--- src/rtl/can_esr_pkg.sv ---
package can_esr_pkg;
  localparam int NUM_ERR  = 6;
  localparam int NUM_IRQ  = 3;
  // status register bit positions (software decodes these)
  localparam int ERR_LSB  = 10;
  localparam int TXW_BIT  = 9;
  localparam int RXW_BIT  = 8;
  localparam int IDLE_BIT = 7;
  localparam int DIR_BIT  = 6;
  localparam int FC_LSB   = 4;
  // interrupt flag indices, equal to their status bit positions
  localparam int IRQ_WAK  = 0;
  localparam int IRQ_ERR  = 1;
  localparam int IRQ_BOFF = 2;

  typedef enum logic [1:0] {
    FC_ACTIVE  = 2'b00,
    FC_PASSIVE = 2'b01,
    FC_BUSOFF  = 2'b10
  } fc_state_e;
endpackage

--- src/rtl/can_err_counters.sv ---
module can_err_counters
  import can_esr_pkg::*;
#(
  parameter int CNT_W    = 8,
  parameter int WARN_LIM = 96,
  parameter int PASS_LIM = 128,
  parameter int RELOAD   = 119,
  parameter int TX_STEP  = 8
) (
  input  logic             clk,
  input  logic             rst_n,
  input  logic             rx_err,
  input  logic             rx_ok,
  input  logic             tx_err,
  input  logic             tx_ok,
  output logic [CNT_W-1:0] rx_cnt,
  output logic [CNT_W-1:0] tx_cnt,
  output logic             rx_warn,
  output logic             tx_warn,
  output fc_state_e        fc_state,
  output logic             boff_enter
);
  localparam logic [CNT_W-1:0] WARN_V   = CNT_W'(WARN_LIM);
  localparam logic [CNT_W-1:0] PASS_V   = CNT_W'(PASS_LIM);
  localparam logic [CNT_W-1:0] RELOAD_V = CNT_W'(RELOAD);
  localparam logic [CNT_W:0]   STEP_V   = (CNT_W+1)'(TX_STEP);
  localparam logic [CNT_W-1:0] MAX_V    = {CNT_W{1'b1}};

  logic [CNT_W-1:0] rx_q, rx_d, tx_q, tx_d;
  logic             boff_q, boff_d;
  logic [CNT_W:0]   tx_sum;
  logic             rx_sat;

  assign tx_sum = {1'b0, tx_q} + STEP_V;
  assign rx_sat = (rx_q >= PASS_V);

  always_comb begin
    rx_d   = rx_q;
    tx_d   = tx_q;
    boff_d = boff_q;
    if (!boff_q) begin
      if (rx_err) begin
        if (!rx_sat) rx_d = rx_q + 1'b1;
      end else if (rx_ok) begin
        if (rx_sat)          rx_d = RELOAD_V;
        else if (rx_q != '0) rx_d = rx_q - 1'b1;
      end
      if (tx_err) begin
        if (tx_sum[CNT_W]) begin
          boff_d = 1'b1;
          tx_d   = MAX_V;
        end else begin
          tx_d = tx_sum[CNT_W-1:0];
        end
      end else if (tx_ok && tx_q != '0) begin
        tx_d = tx_q - 1'b1;
      end
    end
  end

  always_ff @(posedge clk or negedge rst_n) begin
    if (!rst_n) begin
      rx_q   <= '0;
      tx_q   <= '0;
      boff_q <= 1'b0;
    end else begin
      rx_q   <= rx_d;
      tx_q   <= tx_d;
      boff_q <= boff_d;
    end
  end

  assign boff_enter = boff_d && !boff_q;
  assign rx_cnt     = rx_q;
  assign tx_cnt     = tx_q;
  assign rx_warn    = (rx_q >= WARN_V);
  assign tx_warn    = (tx_q >= WARN_V);

  always_comb begin
    if (boff_q)                             fc_state = FC_BUSOFF;
    else if (rx_q >= PASS_V || tx_q >= PASS_V) fc_state = FC_PASSIVE;
    else                                    fc_state = FC_ACTIVE;
  end

  // a saturated receive count ignores receive errors
  a_r9_rx_hold: assert property (@(posedge clk) disable iff (!rst_n)
    (rx_q >= PASS_V && rx_err) |=> $stable(rx_q));
  // good reception after saturation reloads the count
  a_r10_reload: assert property (@(posedge clk) disable iff (!rst_n)
    (!boff_q && rx_q >= PASS_V && rx_ok && !rx_err) |=> (rx_q == RELOAD_V));
  // transmit errors below the limit step by the increment
  a_r11_tx_step: assert property (@(posedge clk) disable iff (!rst_n)
    (!boff_q && tx_err && !tx_sum[CNT_W]) |=> (tx_q == $past(tx_q) + CNT_W'(TX_STEP)));
  // bus-off is held with frozen counters
  a_r11_boff_frozen: assert property (@(posedge clk) disable iff (!rst_n)
    boff_q |=> (boff_q && $stable(tx_q) && $stable(rx_q)));
endmodule

--- src/rtl/can_err_flags.sv ---
module can_err_flags
  import can_esr_pkg::*;
(
  input  logic               clk,
  input  logic               rst_n,
  input  logic [NUM_ERR-1:0] err_evt,
  input  logic               rd_clr,
  input  logic [NUM_IRQ-1:0] clr_mask,
  input  logic               boff_set,
  input  logic               wake_evt,
  output logic [NUM_ERR-1:0] err_lat,
  output logic [NUM_IRQ-1:0] irq_flag
);
  logic [NUM_ERR-1:0] lat_q;
  logic [NUM_IRQ-1:0] set_vec;

  always_ff @(posedge clk or negedge rst_n) begin
    if (!rst_n) lat_q <= '0;
    else        lat_q <= (rd_clr ? '0 : lat_q) | err_evt;
  end
  assign err_lat = lat_q;

  always_comb begin
    set_vec           = '0;
    set_vec[IRQ_WAK]  = wake_evt;
    set_vec[IRQ_ERR]  = |err_evt;
    set_vec[IRQ_BOFF] = boff_set;
  end

  for (genvar i = 0; i < NUM_IRQ; i++) begin : g_irq
    logic f_q;
    always_ff @(posedge clk or negedge rst_n) begin
      if (!rst_n)          f_q <= 1'b0;
      else if (set_vec[i]) f_q <= 1'b1;
      else if (clr_mask[i]) f_q <= 1'b0;
    end
    assign irq_flag[i] = f_q;

    // write-one clears a flag when no set competes
    a_r6_w1c: assert property (@(posedge clk) disable iff (!rst_n)
      (clr_mask[i] && !set_vec[i]) |=> !irq_flag[i]);
    // a set event always leaves the flag high
    a_r7_set: assert property (@(posedge clk) disable iff (!rst_n)
      set_vec[i] |=> irq_flag[i]);
  end

  // a read with no new error empties the latch
  a_r3_rd_clears: assert property (@(posedge clk) disable iff (!rst_n)
    (rd_clr && err_evt == '0) |=> (err_lat == '0));
  // without a read, latched bits never drop
  a_r2_sticky: assert property (@(posedge clk) disable iff (!rst_n)
    !rd_clr |=> ((err_lat & $past(err_lat)) == $past(err_lat)));
endmodule

--- src/rtl/can_err_status_unit.sv ---
module can_err_status_unit
  import can_esr_pkg::*;
#(
  parameter int ADDR_W   = 2,
  parameter int DATA_W   = 32,
  parameter int CNT_W    = 8,
  parameter int WARN_LIM = 96,
  parameter int PASS_LIM = 128,
  parameter int RELOAD   = 119,
  parameter int TX_STEP  = 8
) (
  input  logic              clk,
  input  logic              rst_n,
  input  logic              bus_cs,
  input  logic              bus_we,
  input  logic [ADDR_W-1:0] bus_addr,
  input  logic [DATA_W-1:0] bus_wdata,
  output logic [DATA_W-1:0] bus_rdata,
  output logic              bus_rvalid,
  input  logic [5:0]        err_evt,
  input  logic              rx_err,
  input  logic              rx_ok,
  input  logic              tx_err,
  input  logic              tx_ok,
  input  logic              bus_idle,
  input  logic              tx_mode,
  input  logic              wake_evt,
  output logic              irq_boff,
  output logic              irq_err,
  output logic              irq_wake
);
  localparam logic [ADDR_W-1:0] STAT_ADDR = ADDR_W'(0);
  localparam logic [ADDR_W-1:0] CNT_ADDR  = ADDR_W'(1);

  logic             rd_hit, wr_stat, rd_stat;
  logic [CNT_W-1:0] rx_cnt, tx_cnt;
  logic             rx_warn, tx_warn, boff_enter;
  fc_state_e        fc_state;
  logic [NUM_ERR-1:0] err_lat;
  logic [NUM_IRQ-1:0] irq_flag, clr_mask;
  logic [DATA_W-1:0]  stat_word, cnt_word, rd_mux, rdata_q;
  logic               rvalid_q;

  assign rd_hit  = bus_cs && !bus_we;
  assign rd_stat = rd_hit && (bus_addr == STAT_ADDR);
  assign wr_stat = bus_cs && bus_we && (bus_addr == STAT_ADDR);
  assign clr_mask = wr_stat ? bus_wdata[NUM_IRQ-1:0] : '0;

  can_err_counters #(
    .CNT_W(CNT_W), .WARN_LIM(WARN_LIM), .PASS_LIM(PASS_LIM),
    .RELOAD(RELOAD), .TX_STEP(TX_STEP)
  ) u_cnt (
    .clk(clk), .rst_n(rst_n),
    .rx_err(rx_err), .rx_ok(rx_ok), .tx_err(tx_err), .tx_ok(tx_ok),
    .rx_cnt(rx_cnt), .tx_cnt(tx_cnt),
    .rx_warn(rx_warn), .tx_warn(tx_warn),
    .fc_state(fc_state), .boff_enter(boff_enter)
  );

  can_err_flags u_flags (
    .clk(clk), .rst_n(rst_n),
    .err_evt(err_evt), .rd_clr(rd_stat), .clr_mask(clr_mask),
    .boff_set(boff_enter), .wake_evt(wake_evt),
    .err_lat(err_lat), .irq_flag(irq_flag)
  );

  always_comb begin
    stat_word = '0;
    stat_word[ERR_LSB +: NUM_ERR] = err_lat;
    stat_word[TXW_BIT]            = tx_warn;
    stat_word[RXW_BIT]            = rx_warn;
    stat_word[IDLE_BIT]           = bus_idle;
    stat_word[DIR_BIT]            = tx_mode;
    stat_word[FC_LSB +: 2]        = fc_state;
    stat_word[NUM_IRQ-1:0]        = irq_flag;
  end

  always_comb begin
    cnt_word = '0;
    cnt_word[CNT_W +: CNT_W] = rx_cnt;
    cnt_word[0 +: CNT_W]     = tx_cnt;
  end

  always_comb begin
    if (bus_addr == STAT_ADDR)     rd_mux = stat_word;
    else if (bus_addr == CNT_ADDR) rd_mux = cnt_word;
    else                           rd_mux = '0;
  end

  always_ff @(posedge clk or negedge rst_n) begin
    if (!rst_n) begin
      rdata_q  <= '0;
      rvalid_q <= 1'b0;
    end else begin
      rvalid_q <= rd_hit;
      if (rd_hit) rdata_q <= rd_mux;
    end
  end

  assign bus_rdata  = rdata_q;
  assign bus_rvalid = rvalid_q;
  assign irq_boff   = irq_flag[IRQ_BOFF];
  assign irq_err    = irq_flag[IRQ_ERR];
  assign irq_wake   = irq_flag[IRQ_WAK];

  // every read cycle yields one valid cycle next
  a_r12_rvalid: assert property (@(posedge clk) disable iff (!rst_n)
    rd_hit |=> bus_rvalid);
  a_r12_no_spurious: assert property (@(posedge clk) disable iff (!rst_n)
    !rd_hit |=> !bus_rvalid);
  // upper half of any returned word is zero
  a_r8_upper_zero: assert property (@(posedge clk) disable iff (!rst_n)
    bus_rvalid |-> (bus_rdata[DATA_W-1:16] == '0));
endmodule

--- config.mk ---
export PLATFORM = sky130hd
export DESIGN_NAME = can_err_status_unit
export DESIGN_NICKNAME = d
export VERILOG_FILES = /design/src/rtl/can_esr_pkg.sv /design/src/rtl/can_err_counters.sv /design/src/rtl/can_err_flags.sv /design/src/rtl/can_err_status_unit.sv
export SDC_FILE = /design/constraint.sdc
export NUM_CORES = 1
export LEC_CHECK = 0
export ABC_AREA = 0
export CAP_MARGIN = 30
export CORE_MARGIN = 1.5
export CORE_UTILIZATION = 60
export DETAILED_ROUTE_END_ITERATION = 8
export DONT_BUFFER_PORTS = 1
export GPL_TIMING_DRIVEN = 0
export MAX_ROUTING_LAYER = met4
export PLACE_DENSITY_LB_ADDON = 0.25
export SLEW_MARGIN = 5
export SYNTH_ARGS = -nofsm -noshare
export SYNTH_HDL_FRONTEND = slang
export SYNTH_HIERARCHICAL = 1
export SYNTH_SLANG_ARGS = --single-unit
--- constraint.sdc ---
create_clock -name clk -period 3.9 [get_ports clk]
set_input_delay 0.195 -clock clk [delete_from_list [all_inputs] [get_ports clk]]
set_output_delay 0.195 -clock clk [all_outputs]
set_load 0.01 [all_outputs]
; ---- Yosys cells after proc, flatten, opt, wreduce, memory -nomap -nowiden
; Cells that the tools add are included.
[word_totals]
output_inout_bits = 36
inputBits = 51
word_cells = 65
register_bits = 59
[classes]
reduce_logical = 21
muxes = 23
eq_ne = 2
order_cmp = 4
n_addsub = 4
n_bitwise = 2
[op_table]
columns = operator, n
row1 = 2-to-1 mux 8 bit, 8
row2 = 2-to-1 mux 32 bit, 1
row3 = greater-or-equal comparator 8 x 7 -> 1 bit (second input constant), 2
row4 = greater-or-equal comparator 8 bit (second input constant), 2
row5 = 2-to-1 mux 16 bit, 1
row6 = nonzero test 8 bit, 2
row7 = subtractor 8 x 1 -> 8 bit (second input constant), 2
row8 = 2-to-1 mux 1 bit, 10
row9 = nonzero test 2 bit, 5
row10 = adder 8 x 4 -> 9 bit (second input constant), 1
row11 = adder 8 x 1 -> 8 bit (second input constant), 1
row12 = logical AND 1 bit, 6
row13 = 2-to-1 mux 6 bit, 1
row14 = OR 6 bit, 1
row15 = OR reduction 6 bit, 1
row16 = AND reduction 4 bit, 1
row17 = 2-to-1 mux 3 bit, 1
row18 = nonzero test 3 bit, 1
row19 = == test 2 x 1 -> 1 bit (second input constant), 1
row20 = zero test 1 bit, 2
row21 = zero test 2 bit, 1
row22 = 2-to-1 mux 2 bit, 1
row23 = inequality test 2 bit (second input constant), 1
row24 = AND reduction 2 bit, 1
row25 = 2 further kinds, 2

; ---- Depth between registers and ports, before layout
; Gate-level depths: netlist (run 1).
[logic_depth]
word_depth = 6
depth_mapped = 6
ltp_nobuf = 6

; ---- Modules after synthesis
; The synthesis (run 1) kept the hierarchy.
[by_module_without_submodules]
columns = mod, area_per_inst_um2, instances, seq_area_each_um2, cells_per_inst
row1 = can_err_counters, 1470.2, 1, 425.4, 177
row2 = can_err_status_unit, 944.7, 1, 425.4, 80
row3 = can_err_flags, 347.8, 1, 225.2, 27

; ---- Least setup slack after synthesis (run 1)
; Ideal clock, no wire load.
[synth_timing]
kind = register -> register
from = register u_cnt.tx_q[0], in the netlist u_cnt/tx_cnt[0]
to = register u_cnt.tx_q[5], in the netlist u_cnt/tx_cnt[5]
setup_slack_ns = 2.217
setup_time_ns = 0.128
stages_incl_launch_ff = 7
required_ns = 3.772
t_arrival_ns = 1.555
synth_period_minus_slack_ns = 1.683
n_path_buf = 0
cell_sequence = dfrtp_1 inv_1 ha_1 nor3b_1 a211oi_2 a31oi_1 mux2_1
[synth_between]
elab_chain_cells = 4
elab_cells_between_ends = 9
cone_classes = add/sub: 2 / mux: 3 / reduce/logical: 4
[synth_rtl]
columns = item, line
row1 = from (decl), can_err_counters.sv:29  ; logic [CNT_W-1:0] rx_q, rx_d, tx_q, tx_d;
row2 = from (signal assigned), can_err_counters.sv:68  ; tx_q <= tx_d;
row3 = "parallel branches: the longest is 4 deep, another holds subtractor 8 x 1 -> 8 bit", n/a
; Several ways; the timed one is not identified. The select of a mux whose other input is x is not followed.
; A chain may end at the register's enable or synchronous reset.

; ---- Final worst setup path (run 1)
; Same ends and word-level chain as after synthesis.

==> summary.md, run 1 <==
| Metric | Value |
|---|---|
| Max FO, Critical Path | `5` |
| First-pass GRT wire length | `around 11000 um` |
| Die footprint | `0.00502 sq mm` |
| Cell Rows | `24` |
| Run status | `completed` |
| Main synth FF type | `dfrtp_1` |
| CP top delay family | `compound AO/OA/AOI/OAI gates` |
| Largest net degree at the start of global routing | `44` |
| Worst-path clk slew | `0.08 ns` |
| Final GP Congestion | `0.956` |
| WL met2 | `3210 um` |
| Library cells used by synthesis | `63` |
| Final Slew Violations | `0` |
| CTS tree | `built` |
| Leakage power | `~0.0014 uW` |
| Max-Cap Viols | `0` |
| CP endpoint kind | `register` |
| Area Growth Syn to Fin | `11.9%` |
| Final setup viols | `0` |
| Starting DRT DRC Count | `~300` |
| Fmax achieved | `511 MHz` |
| CP Buf/Inv Count | `1` |
| HPWL Detailed | `4500 um` |
| WP data required | `4.08 ns` |
| Vias in the first global route | `2192` |
| Vias per cell | `6.21` |
| Diode count | `0` |
| Drt drc | `0` |
| Worst hold-check path type | `in -> reg` |
| Die extent in x | `70.9 um` |
| Worst slew pin tran | `0.609 ns` |
| Total track usage | `27.8%` |
| Vias after detailed routing | `between 2k and 2.5k` |
| Final hold vios | `0` |
| Max layer used | `met4` |
| Worst-Skew Late Latency | `0.30 ns` |
| Most frequent cell after synthesis | `dfrtp_1` |
| Synth area leader | `dfrtp_1` |
| PwrDens | `315 mW/mm^2` |
| Asr flop ratio synth | `100%` |
| I/O pin cnt | `a little under 90` |
| 1st-pass router iterations | `5` |
| Core area | `~0.0044 sq mm` |
| Yosys warns | `6` |
| Initial Util | `63.0%` |
| CP Cell Sequence | `inv_1 > ha_1 > nor3b_1 > a211oi_2 > a31oi_1 > mux2_1` |
| Mapped Avg Cell Area | `9.73 sq um` |
| Hold Startpoint | `err_evt[4]` |
| Most instantiated cells after synthesis | `43 x dfrtp_1, 20 x buf_4, 18 x a21oi_1` |
| TritonCTS buffer count | `5` |
| Worst path arrival time | `2.14 ns` |
| Worst Setup Start Kind | `register` |
| Total negative slack | `0 ns` |
| Port Buf Inserts | `0` |
| M1 wire length | `~2700 um` |
| Slew margin rel. | `59.3%` |
| Fin crit share | `50.2%` |
| Fraction of layout cells with a size suffix above 1 | `between 15 and 20%` |
| CP max-delay cell | `dfrtp_1` |
| Crit path from | `u_cnt/tx_cnt[0]` |
| Detail Route Antenna Nets | `0` |
| RSZ-0062 raised after global routing | `false` |
| H-Tree Depth | `2` |
| WS Path Type | `reg -> reg` |
| Max incr delay on CP | `0.44 ns` |
| Top cell type's share of synthesized area | `38.9%` |
| Worst r2r src | `u_cnt/tx_cnt[0]` |
| Setup slack at placement | `1.97 ns` |
| #FFs+latches synth | `43` |
| Final WS setup | `1.94 ns` |
| Final Non-Filler Cells | `367` |
| Filler cells | `326` |
| Longest Clk Path Bufs | `2` |
| Avg WL per Cell | `17.8 um` |
| Seq/Total Area, Yosys | `38.9%` |
| DP Cell Count | `351` |
| Final net count | `373` |
| Overflow after GRT | `0` |
| Synth Instances | `284` |
| Clock sink count | `43` |
| Die height | `just over 70 um` |
| Min cycle time layout | `1.96 ns` |
| Post-synth EDFFs | `0` |
| Routed Wire Length | `6520 um` |
| Top post-synthesis cells by area | `dfrtp_1 39%, mux2i_1 5.8%, buf_4 5.4%, o2bb2ai_1 5.1%, a21oi_1 3.3%` |
| Clock Skew | `0.0100 ns` |
| Metal3 WL | `423 um` |
| Initial antenna violation count | `0` |
| Clk root buf | `clkbuf_8` |
| Synth Cell Area | `~0.0028 sq mm` |
| Peak VDD IR | `183 uV` |
cells by family after synthesis:
group / after synthesis / share of synthesized area, %
multiplexers: 18 / 6.61
flip-flops: 43 / 38.9
adder cells (fa/ha/maj): 7 / 3.17
AO/OA/AOI/OAI: 84 / 22.8
other: 1 / 0.136
AND/OR/NAND/NOR: 77 / 17.4
buffers and inverters: 54 / 10.9
stage by stage:
step / hold slack (ns) / cell area, sq um / power [uW] / utilization [%]
after floorplan: -0.101 / 2820 / 598 / -
after global placement: -0.0997 / 2880 / 620 / 65.8
after detailed placement: -0.0998 / 2880 / 622 / 65.8
after CTS: 0.00489 / 3090 / 980 / 70.5
after global routing: 0.0110 / 3090 / 1010 / 70.5
final: 0.0177 / 3090 / 974 / 70.5
routing by layer:
layer / track usage [%] / vias to the layer above
li1: - / 1070
met1: 35.0 / 1087
met2: 42.9 / 103
met3: 6.70 / 18
met4: 12.4 / 0
met5: - / -
what timing repair did:
item / CTS / global route
gates resized for setup: 0 / 0
setup buffers: 0 / 0
hold endpoints to repair: 50 / 0
hold buffers: 9 / 0
worst reg2reg max path, stage by stage, from the launching register on:
cell and delay (ns):
dfrtp_1 0.44, inv_1 0.09, ha_1 0.23, nor3b_1 0.17
a211oi_2 0.42, a31oi_1 0.17, mux2_1 0.33
cells in the final DEF (no fill, tap or decap), drive strengths merged, types with 2 or more instances in the layout:
master | synthesis | routed
o21a | 2 | 2
a41oi | 2 | 2
o2bb2ai | 16 | 16
nand2b | 3 | 3
nor2 | 16 | 16
dlygate4sd3 | 0 | 8
nand4 | 5 | 5
and4 | 2 | 2
o221ai | 2 | 2
and2 | 3 | 3
conb | 1 | 16
clkbuf | 4 | 9
mux2i | 16 | 16
a31oi | 4 | 4
mux2 | 2 | 2
dfrtp | 43 | 43
a31o | 3 | 3
a221oi | 2 | 2
a21o | 10 | 10
nor3b | 4 | 4
a211oi | 5 | 5
nor4 | 4 | 4
nand2 | 13 | 13
buf | 33 | 34
inv | 17 | 17
o221a | 2 | 2
nor3 | 5 | 5
nor2b | 2 | 2
ha | 7 | 7
nand3 | 5 | 5
and4bb | 2 | 2
nand3b | 2 | 2
o21ai | 9 | 9
a21oi | 18 | 18
and3 | 5 | 5
o21bai | 2 | 2
registers in the layout (all words and copies together), names as in the netlist:
name / cells
bus_rdata: 16
bus_rvalid: 1
u_cnt/boff_q: 1
u_cnt/rx_cnt: 8
u_cnt/tx_cnt: 8
u_flags/err_lat: 6
u_flags/g_irq.f_q: 3
report_power, final:
group	switching (uW)	leakage, uW	internal (uW)
clock network	154	0.0000502	187
registers	31.8	0.000512	471
logic	70.5	0.000832	59.6
area by class of cell:
class | instances | area, sq um | share of cell area [%]
flip-flops and latches | 43 | 1080 | 34.8
clock inverters | 2 | 37.5 | 1.21
multi-input cells | 202 | 1440 | 46.6
plain buffers | 37 | 238 | 7.69
clock buffers | 5 | 68.8 | 2.23
well taps | 52 | 65.1 | 2.11
inverters | 17 | 63.8 | 2.06
repair buffers | 9 | 100 | 3.24
worst paths after layout:
kind / slack [ns] / depth (start not counted) / endpoint
max reg2reg: 1.94 / 6 / u_cnt/tx_cnt[5]
min: 0.02 / 2 / u_flags/g_irq[1].f_q
min in group asynchronous: 0.38 / 2 / u_cnt/rx_cnt[4]
max in group asynchronous: 3.30 / 2 / bus_rdata[7]
min reg2reg: 0.49 / 1 / u_flags/g_irq[0].f_q
max: 1.94 / 6 / u_cnt/tx_cnt[5]
Power figures use the tool's default switching activity.
==> run 2, diff against run 1 <==
--- a/config.mk
+++ b/config.mk
@@ -8,7 +8,7 @@
 export ABC_AREA = 0
 export CAP_MARGIN = 30
 export CORE_MARGIN = 1.5
-export CORE_UTILIZATION = 60
+export CORE_UTILIZATION = 57
 export DETAILED_ROUTE_END_ITERATION = 8
 export DONT_BUFFER_PORTS = 1
 export GPL_TIMING_DRIVEN = 0
==> constraint.sdc (replaced) <==
create_clock -name clk -period 1.8 [get_ports clk]
set_input_delay 0.09 -clock clk [delete_from_list [all_inputs] [get_ports clk]]
set_output_delay 0.09 -clock clk [all_outputs]
set_load 0.01 [all_outputs]
==> run 2 against run 1 <==
Against the previous run: fmax grew 13%; clock skew shrank 0.0016 ns; critical path depth is the same; global-route usage shrank 0.46 points; utilization shrank 1.5 points; die area grew 5.0%; critical path type unchanged; flip-flop and latch count is the same; via count grew 2.9%.
==> summary.md, run 2 (synthesized netlist as in run 1, its figures left out) <==
| Metric | Value |
|---|---|
| CTS tree | `built` |
| I/O pin cnt | `87` |
| TritonCTS buffer count | `5` |
| Worst-path clk slew | `about 0.090 ns` |
| DP Cell Count | `around 350` |
| Final GP Congestion | `0.928` |
| R2R Setup Slk | `0.07 ns` |
| Core area | `0.00469 sq mm` |
| Largest net degree at the start of global routing | `44` |
| Detail Route Antenna Nets | `0` |
| Worst-Skew Late Latency | `roughly 0.30 ns` |
| Cell Rows | `25` |
| 1st-pass router iterations | `4` |
| Final Non-Filler Cells | `about 380` |
| Max FO, Critical Path | `7` |
| Worst slew pin tran | `0.603 ns` |
| Run status | `completed` |
| Slew margin rel. | `59.7%` |
| Total track usage | `27.4%` |
| Die footprint | `approximately 0.0053 sq mm` |
| Max-Cap Viols | `0` |
| Max incr delay on CP | `0.48 ns` |
| Most frequent cells in the layout | `42 x dfrtp_1, 27 x buf_4, 17 x a21oi_1` |
| Fin crit share | `96.3%` |
| Clock sink count | `43` |
| Fraction of layout cells with a size suffix above 1 | `a little under a quarter` |
| Final setup viols | `0` |
| Routed Wire Length | `6700 um` |
| CP Cell Sequence | `inv_2 > ha_1 > nor2b_2 > nand3_2 > a31o_1 > and3_1` |
| First-pass GRT wire length | `10900 um` |
| PwrDens | `675 mW/mm^2` |
| Overflow after GRT | `0` |
| Vias after detailed routing | `2344` |
| Setup crit end | `u_cnt/rx_cnt[4]` |
| Die height | `72.6 um` |
| Worst Setup Start Kind | `register` |
| Final core utilization | `approximately 69%` |
| Vias per cell | `approximately 6.2` |
| Vias in the first global route | `2203` |
| Avg WL per Cell | `17.7 um` |
| Min cycle time layout | `1.73 ns` |
| H-Tree Depth | `2` |
| Crit path from | `u_cnt/rx_cnt[0]` |
| CP max-delay cell | `dfrtp_1` |
| Most common cell after layout, fill and taps aside | `dfrtp_1` |
| Final net count | `382` |
| Leakage power | `0.00145 uW` |
| Final Slew Violations | `0` |
| Total Power | `2180 uW` |
| Final hold vios | `0` |
| Max reg flops | `16` |
| Worst r2r src | `u_cnt/rx_cnt[0]` |
| Port Buf Inserts | `0` |
| Initial Util | `58.9%` |
| Diode count | `0` |
| Clock Skew | `0.00835 ns` |
| Filler cells | `around 370` |
| Fmax achieved | `577 MHz` |
| Longest Clk Path Bufs | `2` |
| RSZ-0062 raised after global routing | `true` |
| Die extent in x | `72.6 um` |
| CP endpoint kind | `register` |
| Initial antenna violation count | `0` |
| Area Growth Syn to Fin | `17.1%` |
| R2r endpoint | `u_cnt/rx_cnt[4]` |
| Peak VDD IR | `667 uV` |
| R2R depth | `6` |
| Drt drc | `0` |
| WS Path Type | `reg -> reg` |
| WP data required | `2.00 ns` |
| Starting DRT DRC Count | `295` |
| Clk root buf | `clkbuf_8` |
| HPWL Detailed | `4520 um` |
| Worst hold-check path type | `in -> reg` |
| Worst path arrival time | `1.93 ns` |
[run 2: changes by cell type in the layout (fill, tap and decap cells not counted), moves of 2 or more]
cell           previous run  this run
nor3b_1                   3         1
buf_6                     1         3
buf_4                    20        27
buf_2                    12        10
dlygate4sd3_1             8        10
[run 2: area by class of cell]
cell class | count | area (sq um) | area share (%)
sequential | 43 | 1080 | 33.3
clock inverter | 3 | 47.5 | 1.47
tap | 54 | 67.6 | 2.09
timing repair buffer | 18 | 173 | 5.34
multi-input combinational | 202 | 1490 | 46.0
buffer | 37 | 250 | 7.73
inverter | 17 | 63.8 | 1.97
clock buffer | 5 | 68.8 | 2.13
[run 2: worst min path at each step]
stage | startpoint | to | slack, ns | depth (start not counted)
3_5_place_dp | rst_n | bus_rdata[13] | -0.20 | 0
2_1_floorplan | rst_n | bus_rdata[0] | -0.21 | 0
4_1_cts | tx_err | u_cnt/boff_q | 0.06 | 3
6_report | tx_ok | u_cnt/tx_cnt[2] | 0.07 | 4
3_3_place_gp | rst_n | bus_rdata[12] | -0.20 | 0
5_1_grt | tx_ok | u_cnt/tx_cnt[2] | 0.08 | 4
[run 2: what timing repair did]
item / CTS / global route
setup buffers: 1 / 6
resized for setup: 3 / 13
gates cloned: 0 / 0
hold buffers: 11 / 0
setup endpoints to repair: 5 / 6
pin swaps: 1 / 5
endpoints found under the hold margin: 53 / 0
[run 2: report_power, final]
group | internal [uW] | switching (uW) | leakage, uW | total (uW)
Combinational | 139 | 166 | 0.000881 | 305
Sequential | 1020 | 69.3 | 0.000511 | 1090
Clock | 421 | 368 | 0.0000587 | 789
[run 2: critical path, delay by kind of cell, from the launching register on]
kind,cells,cell delay (ns)
AO/OA/AOI/OAI,1,0.24
adder cells (fa/ha/maj),1,0.16
buffers and inverters,1,0.14
flip-flops,1,0.48
AND/OR/NAND/NOR,3,0.60
[run 2: layer usage]
| layer | GRT usage (%) | vias to the layer above | routed length (um) |
|---|---|---|---|
| met5 | - | - | 0 |
| met4 | 8.39 | 0 | 65 |
| met3 | 5.11 | 7 | 355 |
| met2 | 46.0 | 92 | 3480 |
| met1 | 33.6 | 1162 | 2800 |
| li1 | - | 1083 | - |
[run 2: per-stage QoR]
stage | hold slack, ns | cell area, sq um | TNS, ns | setup WS (ns)
2_1_floorplan | -0.206 | 2820 | 0 | 0.117
3_3_place_gp | -0.205 | 2890 | -0.153 | -0.114
3_5_place_dp | -0.205 | 2890 | -0.171 | -0.130
4_1_cts | 0.0581 | 3140 | -0.0466 | -0.0466
5_1_grt | 0.0769 | 3240 | -0.0328 | -0.0328
6_report | 0.0703 | 3240 | 0 | 0.0668
==> run 3, diff against run 2 <==
--- a/config.mk
+++ b/config.mk
@@ -7,7 +7,7 @@
 export LEC_CHECK = 0
 export ABC_AREA = 0
 export CAP_MARGIN = 30
-export CORE_MARGIN = 1.5
+export CORE_MARGIN = 2
 export CORE_UTILIZATION = 57
 export DETAILED_ROUTE_END_ITERATION = 8
 export DONT_BUFFER_PORTS = 1
==> run 3 against run 2 <==
Against the previous run: first-iteration DRC count up 56%; utilization up 0.59 points; sequential power about the same; flip-flop and latch count unchanged; register-to-register slack about the same; critical path type unchanged.
==> summary.md, run 3 (synthesized netlist as in run 1, its figures left out) <==
| Metric | Value |
|---|---|
| Worst Setup Start Kind | `register` |
| Met3 usage | `4.53%` |
| Multi-input logic area | `0.00149 sq mm` |
| Routed Wire Length | `6530 um` |
| Worst r2r src | `u_cnt/rx_cnt[0]` |
| Final Slew Violations | `0` |
| Slew margin rel. | `60.8%` |
| Total track usage | `26.0%` |
| GR Util met1 | `32.8%` |
| R2R Setup Slk | `between 0.07 and 0.08 ns` |
| FF/Latch Area | `0.00108 sq mm` |
| Worst hold-check path type | `in -> reg` |
| Total negative slack | `0 ns` |
| Min cycle time layout | `around 1.7 ns` |
| Clk root buf | `clkbuf_8` |
| WS Path Type | `reg -> reg` |
| Cell Rows | `25` |
| Vias after detailed routing | `between 2k and 2.5k` |
| Fin crit share | `between 90% and 100%` |
| Drt drc | `0` |
| Overflow after GRT | `0` |
| First-pass GRT wire length | `10600 um` |
| Crit path from | `u_cnt/rx_cnt[0]` |
| Min Hold Slack | `0.0658 ns` |
| PwrDens | `633 mW/mm^2` |
| Vias per cell | `6.05` |
| Worst-Skew Late Latency | `0.30 ns` |
| Fraction of layout cells with a size suffix above 1 | `roughly a quarter` |
| TritonCTS buffer count | `5` |
| Die height | `73.6 um` |
| Final net count | `388` |
| Most frequent cells in the layout | `41 x dfrtp_1, 33 x buf_4, 17 x a21oi_1` |
| DP Area | `0.00289 sq mm` |
| Worst path arrival time | `1.92 ns` |
| Detail Route Antenna Nets | `0` |
| WP data required | `2.00 ns` |
| Hold Startpoint | `tx_ok` |
| M2 GR Usage | `~43%` |
| RSZ-0062 raised after global routing | `false` |
| Max FO, Critical Path | `7` |
| Die extent in x | `between 70 and 80 um` |
| Longest Clk Path Bufs | `2` |
| Fmax achieved | `579 MHz` |
| Clock sink count | `43` |
| Largest net degree at the start of global routing | `44` |
| I/O pin cnt | `87` |
| Vias in the first global route | `2179` |
| HPWL Detailed | `4350 um` |
| CP endpoint kind | `register` |
| Core area | `roughly 0.0047 sq mm` |
| Final instance area | `between 0.003 and 0.004 sq mm` |
| Final GP Congestion | `0.909` |
| Final hold vios | `0` |
| Leakage power | `0.00147 uW` |
| Most common cell after layout, fill and taps aside | `dfrtp_1` |
| Final setup viols | `0` |
| Run status | `completed` |
| Area Growth Syn to Fin | `18.1%` |
| Worst slew pin tran | `0.587 ns` |
| Starting DRT DRC Count | `between 400 and 500` |
| Filler cells | `approximately 360` |
| 1st-pass router iterations | `4` |
| Max-Cap Viols | `0` |
| H-Tree Depth | `2` |
| Max reg flops | `16` |
| Die footprint | `0.00542 sq mm` |
| Clock Skew | `0.0160 ns` |
| Port Buf Inserts | `0` |
| Peak VDD IR | `a little under 500 uV` |
| CTS tree | `built` |
| Worst-path clk slew | `0.09 ns` |
| Busiest grt layer | `met2` |
| Avg WL per Cell | `17.0 um` |
| Diode count | `0` |
| Initial antenna violation count | `0` |
| Initial Util | `58.9%` |
-- run 3: cell count changes in the layout (fill, tap and decap cells not counted), sizes merged --
cell,before,now
buf,41,47
bufinv,1,0
clkbuf,9,10
clkinvlp,0,1
inv,18,17
-- run 3: final cells by class --
class                   instances  area share (%)
well taps                      54            2.07
clock buffers                   6            2.53
inverters                      17            1.96
multi-input cells             202            45.7
repair buffers                 24            6.67
clock inverters                 2           0.498
plain buffers                  37            7.48
flip-flops and latches         43            33.1
-- run 3: routing by layer --
metal | wire [um] | share of wire (%)
met5 | 0 | 0
met4 | 97 | 1.5
met3 | 295 | 4.5
met2 | 3390 | 52
met1 | 2750 | 42
-- run 3: worst paths after layout --
kind,depth (start not counted),endpoint
max in group asynchronous,2,u_cnt/tx_cnt[2]
worst min-delay path,4,u_cnt/tx_cnt[2]
worst min register to register,1,u_flags/g_irq[0].f_q
min in group asynchronous,2,u_cnt/rx_cnt[3]
worst max register to register,6,u_cnt/rx_cnt[4]
worst max-delay path,6,u_cnt/rx_cnt[4]
-- run 3: worst max-delay path, cell delays in order, from the launching register on --
cell,delay [ns]
dfrtp_1,0.48
inv_2,0.14
ha_1,0.17
nor2b_2,0.25
nand3_2,0.17
a31o_1,0.23
and3_1,0.17
-- run 3: repair_timing --
item,CTS,global route
hold endpoints to repair,53,0
endpoints found under the setup margin,4,7
hold buffers,11,0
setup buffers,1,12
pin swaps,2,5
gates resized for setup,4,13
-- run 3: power by group --
group / leakage, uW / total [uW] / switching, uW / internal, uW
Sequential: 0.000510 / 1090 / 68.1 / 1020
Clock: 0.0000474 / 667 / 354 / 313
Combinational: 0.000909 / 310 / 164 / 145
Total: 0.00147 / 2070 / 586 / 1480
-- run 3: per-stage QoR --
step	setup WS, ns	std cells	power, uW	utilization (%)
after global placement	-0.120	353	1340	61.5
after global routing	0.00785	385	2160	69.5
after CTS	0.0165	373	2050	66.8
after floorplan	0.117	299	1300	-
after detailed placement	-0.115	353	1350	61.5
final	0.0723	385	2070	69.5
